$ cat config.mk
export PLATFORM = sky130hd
export DESIGN_NAME = sar_bus_ctrl
export DESIGN_NICKNAME = d
export VERILOG_FILES = /design/src/rtl/sar_pkg.sv /design/src/rtl/sar_strobe_sync.sv /design/src/rtl/sar_engine.sv /design/src/rtl/sar_bus_ctrl.sv
export SDC_FILE = /design/constraint.sdc
export NUM_CORES = 1
export LEC_CHECK = 0
export BUFFER_PORTS_ARGS = -buffer_cell sky130_fd_sc_hd__buf_2
export CAP_MARGIN = 20
export CORE_ASPECT_RATIO = 1.4
export CORE_UTILIZATION = 40
export DETAILED_ROUTE_END_ITERATION = 8
export PLACE_DENSITY = 0.58
export SLEW_MARGIN = 25
export SYNTH_ARGS = -nofsm -noshare
export SYNTH_HDL_FRONTEND = slang
export SYNTH_SLANG_ARGS = --single-unit
$ cat constraint.sdc
create_clock -name clk -period 2.9 [get_ports clk]
set_input_delay 0.58 -clock clk [delete_from_list [all_inputs] [get_ports clk]]
set_output_delay 0.58 -clock clk [all_outputs]
set_load 0.005 [all_outputs]
$ cat src/rtl/sar_pkg.sv
package sar_pkg;

    typedef struct packed {
        logic cs_n;
        logic wr_n;
        logic rd_n;
    } strobe_t;

    typedef enum logic [2:0] {
        ST_IDLE   = 3'd0,
        ST_HOLD   = 3'd1,
        ST_WAIT   = 3'd2,
        ST_SETTLE = 3'd3,
        ST_JUDGE  = 3'd4
    } eng_state_e;

    localparam strobe_t STROBE_IDLE = '{cs_n: 1'b1, wr_n: 1'b1, rd_n: 1'b1};

endpackage

$ cat src/rtl/sar_strobe_sync.sv
module sar_strobe_sync
    import sar_pkg::*;
#(
    parameter int STAGES = 2
) (
    input  logic    clk,
    input  logic    rst,
    input  strobe_t raw,
    output strobe_t clean
);
    strobe_t pipe [STAGES];

    generate
        for (genvar s = 0; s < STAGES; s++) begin : g_stage
            always_ff @(posedge clk) begin
                if (rst) begin
                    pipe[s] <= STROBE_IDLE;
                end else if (s == 0) begin
                    pipe[s] <= raw;
                end else begin
                    pipe[s] <= pipe[(s == 0) ? 0 : s - 1];
                end
            end
        end
    endgenerate

    assign clean = pipe[STAGES-1];
endmodule

$ cat src/rtl/sar_engine.sv
module sar_engine
    import sar_pkg::*;
#(
    parameter int WIDTH   = 8,
    parameter int PH_BITS = 3
) (
    input  logic             clk,
    input  logic             rst,
    input  logic             hold,
    input  logic             cmp_hi,
    output logic [WIDTH-1:0] trial,
    output logic             done,
    output logic [WIDTH-1:0] code
);
    localparam logic [PH_BITS-1:0] PH_LAST = '1;
    localparam int                 WC_BITS = PH_BITS + 1;
    localparam logic [WC_BITS-1:0] WC_LIM  = WC_BITS'(1 << PH_BITS);
    localparam logic [WIDTH-1:0]   TOP_BIT = WIDTH'(1) << (WIDTH - 1);

    eng_state_e         st;
    logic [WIDTH-1:0]   tq;
    logic [WIDTH-1:0]   mask;
    logic [PH_BITS-1:0] phase;
    logic [WC_BITS-1:0] wcnt;
    logic [WIDTH-1:0]   decided;

    // keep the trial bit when the input is at or above the trial level
    always_comb begin
        decided = cmp_hi ? tq : (tq & ~mask);
    end

    always_ff @(posedge clk) begin
        if (rst) begin
            phase <= '0;
        end else begin
            phase <= phase + 1'b1;
        end
    end

    always_ff @(posedge clk) begin
        if (rst) begin
            st   <= ST_IDLE;
            tq   <= '0;
            mask <= '0;
            wcnt <= '0;
        end else if (hold) begin
            st   <= ST_HOLD;
            tq   <= '0;
            mask <= '0;
            wcnt <= '0;
        end else begin
            unique case (st)
                ST_HOLD: begin
                    st   <= ST_WAIT;
                    wcnt <= '0;
                end
                ST_WAIT: begin
                    if (phase == PH_LAST) begin
                        st   <= ST_SETTLE;
                        tq   <= TOP_BIT;
                        mask <= TOP_BIT;
                        wcnt <= '0;
                    end else begin
                        wcnt <= wcnt + 1'b1;
                    end
                end
                ST_SETTLE: begin
                    st <= ST_JUDGE;
                end
                ST_JUDGE: begin
                    tq   <= decided | (mask >> 1);
                    mask <= mask >> 1;
                    st   <= mask[0] ? ST_IDLE : ST_SETTLE;
                end
                default: begin
                    st <= ST_IDLE;
                end
            endcase
        end
    end

    assign trial = tq;
    assign done  = (st == ST_JUDGE) && mask[0] && !hold;
    assign code  = decided;


    bit_onehot_chk: assert property (@(posedge clk) disable iff (rst)
        (st == ST_SETTLE || st == ST_JUDGE) |-> ($countones(mask) == 1));


    low_bits_clear_chk: assert property (@(posedge clk) disable iff (rst)
        (st == ST_SETTLE) |-> ((tq & (mask - 1'b1)) == '0));


    start_delay_chk: assert property (@(posedge clk) disable iff (rst)
        (st == ST_WAIT) |-> (wcnt < WC_LIM));
endmodule

$ cat src/rtl/sar_bus_ctrl.sv
module sar_bus_ctrl
    import sar_pkg::*;
#(
    parameter int WIDTH       = 8,
    parameter int SYNC_STAGES = 2,
    parameter int PH_BITS     = 3
) (
    input  logic             clk,
    input  logic             rst,
    input  logic             cs_n,
    input  logic             wr_n,
    input  logic             rd_n,
    input  logic             cmp_hi,
    output logic [WIDTH-1:0] trial_code,
    output logic [WIDTH-1:0] result_q,
    output logic [WIDTH-1:0] data_out,
    output logic             data_oe,
    output logic             intr_n
);
    strobe_t          raw_s;
    strobe_t          cln_s;
    logic             hold;
    logic             rd_req;
    logic             done;
    logic [WIDTH-1:0] code;

    assign raw_s = '{cs_n: cs_n, wr_n: wr_n, rd_n: rd_n};

    sar_strobe_sync #(.STAGES(SYNC_STAGES)) u_sync (
        .clk   (clk),
        .rst   (rst),
        .raw   (raw_s),
        .clean (cln_s)
    );

    assign hold   = !cln_s.cs_n && !cln_s.wr_n;
    assign rd_req = !cln_s.cs_n && !cln_s.rd_n;

    sar_engine #(.WIDTH(WIDTH), .PH_BITS(PH_BITS)) u_eng (
        .clk    (clk),
        .rst    (rst),
        .hold   (hold),
        .cmp_hi (cmp_hi),
        .trial  (trial_code),
        .done   (done),
        .code   (code)
    );

    always_ff @(posedge clk) begin
        if (rst) begin
            result_q <= '0;
        end else if (done) begin
            result_q <= code;
        end
    end

    // start request clears, completion sets, read clears unless a result lands
    always_ff @(posedge clk) begin
        if (rst) begin
            intr_n <= 1'b1;
        end else if (hold) begin
            intr_n <= 1'b1;
        end else if (done) begin
            intr_n <= 1'b0;
        end else if (rd_req) begin
            intr_n <= 1'b1;
        end
    end

    assign data_oe  = rd_req;
    assign data_out = rd_req ? result_q : '0;


    hold_intr_chk: assert property (@(posedge clk) disable iff (rst)
        hold |=> intr_n);


    intr_fall_chk: assert property (@(posedge clk) disable iff (rst)
        $fell(intr_n) |-> $past(done));


    latch_keep_chk: assert property (@(posedge clk) disable iff (rst)
        !done |=> $stable(result_q));


    read_clear_chk: assert property (@(posedge clk) disable iff (rst)
        (rd_req && !done) |=> intr_n);


    intr_hold_low_chk: assert property (@(posedge clk) disable iff (rst)
        (!intr_n && !hold && !rd_req) |=> !intr_n);
endmodule

-- Yosys cells after proc, flatten, opt, wreduce, memory -nomap -nowiden
Memories as Yosys holds them, arrays and structs flattened.
Cells that the tools add are included.
W data, S select, Z words.
- output and inout port bits: 26
- bits in registers: 31
- memory bits (writable): 6
- logic and storage cells: 49
- memories kept: 1
- bits of input ports: 6
- memory list (name ; words ; bits a word ; read ports ; clocked after memory_dff ; write ports ; RTL line ; source):
    u_sync.pipe ; 2 ; 3 ; 2 ; 0 ; 2 ; sar_strobe_sync.sv:11 ; strobe_t pipe [STAGES];
- equal/unequal tests: 7
- reductions and logical operators: 12
- mux-type cells: 16
- bitwise gates (word level): 5
- $add $sub $neg: 1
- operators with widths (operator ; number):
    $pmux W8 S2 ; 2
    $mux W8 ; 3
    $pmux W3 S4 ; 1
    $mux W3 ; 3
    $and A8 B8 Y8 ; 1
    $not A8 Y8 ; 1
    $or A8 B7 Y8 ; 1
    $eq A3 B2 Y1 const B ; 2
    $eq A3 B3 Y1 const B ; 2
    $mux W1 ; 6
    $logic_and A1 B1 Y1 ; 4
    $logic_not A1 Y1 ; 4
    $reduce_bool A2 Y1 ; 2
    $add A3 B1 Y3 const B ; 1
    $eq A3 B1 Y1 const B ; 1
    $ne A3 B1 Y1 const B ; 1
    $mux W2 ; 1
    $ne A2 B1 Y1 const B ; 1
    $or A1 B1 Y1 ; 2
    $reduce_and A2 Y1 ; 1
    $reduce_or A2 Y1 ; 1

-- Logic depth before layout (Yosys ltp)
An unclocked memory read counts as a cell.
- depth in word-level cells: 6
- gate-level depth with buffers: 6
- mapped depth without buffers: 5

-- Modules after synthesis
From an unflattened synthesis, not the netlist that was laid out.
- cells, all modules: 136
- area, all modules: 1458.9 um2
- by module, submodules not included (module ; instances ; sequential area each (um2) ; area an instance (um2) ; cells each):
    sar_engine ; 1 ; 440.4 ; 915.9 ; 84
    sar_bus_ctrl ; 1 ; 180.2 ; 385.4 ; 40
    sar_strobe_sync ; 1 ; 120.1 ; 157.7 ; 12

-- Least setup slack after synthesis
Ideal clock, no wire load.
- path kind: reg-to-reg
- start point: register u_eng.st[1]
- end point: register result_q[7]
- data required time: 2.829 ns
- period minus slack after synthesis: 1.521 ns
- library setup time: 0.071 ns
- path slack: 1.379 ns
- path buffers: 1
- stages on the path, launching flop included: 5
- data arrival time: 1.450 ns
- cell sequence: dfxtp_1 -> or3b_1 -> buf_2 -> or4b_1 -> a21oi_1
- longest elaborated chain between the ends: 3
- ends and longest elaborated chain (item ; RTL line ; source):
    from (decl) ; sar_engine.sv:20 ; eng_state_e st;
    from (signal assigned) ; sar_engine.sv:73 ; st <= mask[0] ? ST_IDLE : ST_SETTLE;
    $eq A3 B3 Y1 ; sar_engine.sv:83 ; assign done = (st == ST_JUDGE) && mask[0] && !hold;
    $logic_and A1 B1 Y1 (2 in a row) ; sar_engine.sv:83 ;
    to (signal assigned) ; sar_bus_ctrl.sv:53 ; result_q <= code;
    to (decl) ; sar_bus_ctrl.sv:15 ; output logic [WIDTH-1:0] result_q,
No other way between the ends.
A chain may end at the register's enable or synchronous reset.

-- Worst setup path after layout
- start point: register u_eng.st[2]
- end point: register result_q[7]
The elaborated chain is that of the path after synthesis.

==> flow_metrics.env <==
export IMPL_cts_made_buffers=5
export IMPL_globalRouteTotalUtil_pct=16.5
export IMPL_routedWlPerCell_um=12.6
export IMPL_status="finished, final reports clean"
export IMPL_crit_slowest_cell="or3b_1"
export IMPL_cts_max_level=2
export IMPL_arrival_ns=2.18
export IMPL_fin_crit_ns=1.96
export IMPL_power_leakage_nw=0.680
export IMPL_cts_tree="done"
export IMPL_drtIter0Drc=22
export IMPL_gp_congestion=0.792
export IMPL_synth_area_sq_um=1470
export IMPL_ant_nets=0
export IMPL_worstPathRequired_ns=3.12
export IMPL_synth_area_leader_cell="dfxtp_1"
export IMPL_path_max_fanout=28
export IMPL_path_clk_slew_ns=0.07
export IMPL_max_clock_path_buffers=2
export IMPL_rsz0062_at_grt="false"
export IMPL_drt_vias_per_instance=5.06
export IMPL_num_vias=1149
export IMPL_cts_hold_buf=0
export IMPL_power_density_nw_per_um2=502
export IMPL_netlist_top_cells_area="dfxtp_1, a32o_1, nand2_1"
export IMPL_critPathLaunchType="flip-flop"
export IMPL_synth_cells=157
export IMPL_slew_headroom_pct=41.6
export IMPL_io_pins=32
export IMPL_crit_type="flip-flop to flip-flop"
export IMPL_area_growth_pct=17.1
export IMPL_clock_latency_ns=0.28
export IMPL_wl_um=2860
export IMPL_yosys_warnings=0
export IMPL_setup_viol=0
export IMPL_antenna_cells=0
export IMPL_core_area_sq_um=3440
export IMPL_layout_drive_gt1_share_pct=20.3
export IMPL_yosysSeqAreaShare_pct=50.5
export IMPL_avgSynthCellArea_sq_um=9.34
export IMPL_cts_setup_buffers=0
export IMPL_portBuffers=31
export IMPL_start_util_pct=42.6
export IMPL_min_path_type="flip-flop to flip-flop"
export IMPL_drc=0
export IMPL_max_freq_mhz=510
export IMPL_antenna_found_initial=0
export IMPL_clock_root_buffer="clkbuf_8"
export IMPL_fin_crit_sh_pct=67.6
export IMPL_ys_ff_latch=37
export IMPL_ctsResizeCount=0
export IMPL_die_w_um=53.2
export IMPL_dieArea_sq_um=3920
export IMPL_num_rows=25
export IMPL_tns_ns=0
export IMPL_crit_path_end_kind="flip-flop"
export IMPL_worstMarginPinSlew_ns=0.876
export IMPL_nets=196
export IMPL_holdWs_ns=0.405
export IMPL_yosys_area_top_type_share_pct=50.5
export IMPL_finalHoldViolations=0
export IMPL_dp_hpwl_um=2080
export IMPL_grt_max_degree=29
export IMPL_final_common_cell="dfxtp_1"
export IMPL_finalMaxSlewViolations=0
export IMPL_max_cap_viol_count=0
export IMPL_grt_pass1_wl_um=4620
export IMPL_mostFrequentLayoutCells="dfxtp_1, buf_2, nand2_1"
export IMPL_synth_distinct_cells=28
export IMPL_cp_cell_sequence="or3b_1, or4b_1, a21oi_1"
export IMPL_cts_sinks=37
export IMPL_clock_skew_ns=0.00681
export IMPL_grt_pass1_vias=1035
export IMPL_first_pass_iters=4
export IMPL_die_h_um=73.6
export IMPL_ir_drop_mv=0.308
export IMPL_gr_total_overflow=0
export IMPL_max_stage_delay_ns=0.73
export IMPL_syn_nets=165
==> cells by family after synthesis <==
| logic type | count (synthesis) | share of synthesized area, % |
|---|---|---|
| AND/OR/NAND/NOR | 63 | 24.0 |
| AO/OA/AOI/OAI | 47 | 21.6 |
| flip-flops | 37 | 50.5 |
| buffers and inverters | 8 | 2.22 |
| adder cells (fa/ha/maj) | 2 | 1.71 |
==> Yosys cell counts <==
master,number
a21oi_1,10
a32o_1,7
and2_1,9
and2b_1,1
and3_1,1
buf_1,1
buf_2,2
clkbuf_1,4
dfxtp_1,37
ha_1,2
inv_1,1
nand2_1,18
nand2b_1,8
nand4bb_1,1
nor2_1,5
nor2b_1,9
nor3b_1,2
o21ai_0,1
o21ai_1,10
o21ba_2,1
o21bai_1,1
o221a_1,1
o22ai_1,7
o2bb2ai_1,1
o31ai_1,8
or2_1,7
or3b_1,1
or4b_1,1
==> layout make-up <==
class	count	area (sq um)
Timing Repair Buffer	31	155
Sequential cell	37	741
Fill cell	352	1720
Clock inverter	1	5.00
Inverter	1	3.75
Tap cell	40	50.0
Multi-Input combinational cell	112	693
Clock buffer	5	68.8
==> worst paths after layout <==
path	cells past startpoint	end	start	slack [ns]
setup / recovery	3	result_q[7]	u_eng.st[2]	0.94
hold / removal	1	u_sync.pipe[1][1]	u_sync.pipe[0][1]	0.41
setup reg to reg	3	result_q[7]	u_eng.st[2]	0.94
hold reg to reg	1	u_sync.pipe[1][1]	u_sync.pipe[0][1]	0.41
==> critical path: cells and delay by family, from the launching register on <==
kind | cells | cell delay [ns]
DFF | 1 | 0.39
AOI/OAI and AO/OA | 1 | 0.14
and+or+nand+nor | 2 | 1.36
==> where the power goes <==
part / internal [W] / total (W) / switching [W] / leakage (nW)
logic: 0.0000109 / 0.0000248 / 0.0000140 / 0.340
registers: 0.000516 / 0.000519 / 0.00000330 / 0.300
clock network: 0.000158 / 0.000319 / 0.000161 / 0.0399
total: 0.000684 / 0.000862 / 0.000178 / 0.680
==> stage by stage <==
| step | total power [W] | cells | area, sq um | util, % | worst slack (ns) |
|---|---|---|---|---|---|
| after global routing | 0.000901 | 227 | 1720 | 49.9 | 0.812 |
| after floorplan | 0.000546 | 157 | 1470 | - | 1.38 |
| after detailed placement | 0.000556 | 221 | 1640 | 47.7 | 0.963 |
| after CTS | 0.000879 | 227 | 1720 | 49.9 | 0.902 |
| final | 0.000862 | 227 | 1720 | 49.9 | 0.938 |
| after global placement | 0.000555 | 221 | 1640 | 47.7 | 1.00 |
==> registers in the layout, indices dropped and copies added (netlist names) <==
signal / cells
u_eng.phase: 3
u_eng.trial: 8
u_eng.st: 3
u_sync.pipe: 6
u_eng.mask: 8
intr_n: 1
result_q: 8
==> per-layer routing <==
| metal | routed length (um) | GRT usage, % | part of all wire [%] |
|---|---|---|---|
| met2 | 1320 | 25.9 | 46 |
| met5 | 0 | 0 | 0 |
| met4 | 21 | 7.89 | 0.73 |
| met3 | 153 | 5.80 | 5.4 |
| met1 | 1360 | 19.6 | 48 |
Power figures use the tool's default switching activity.
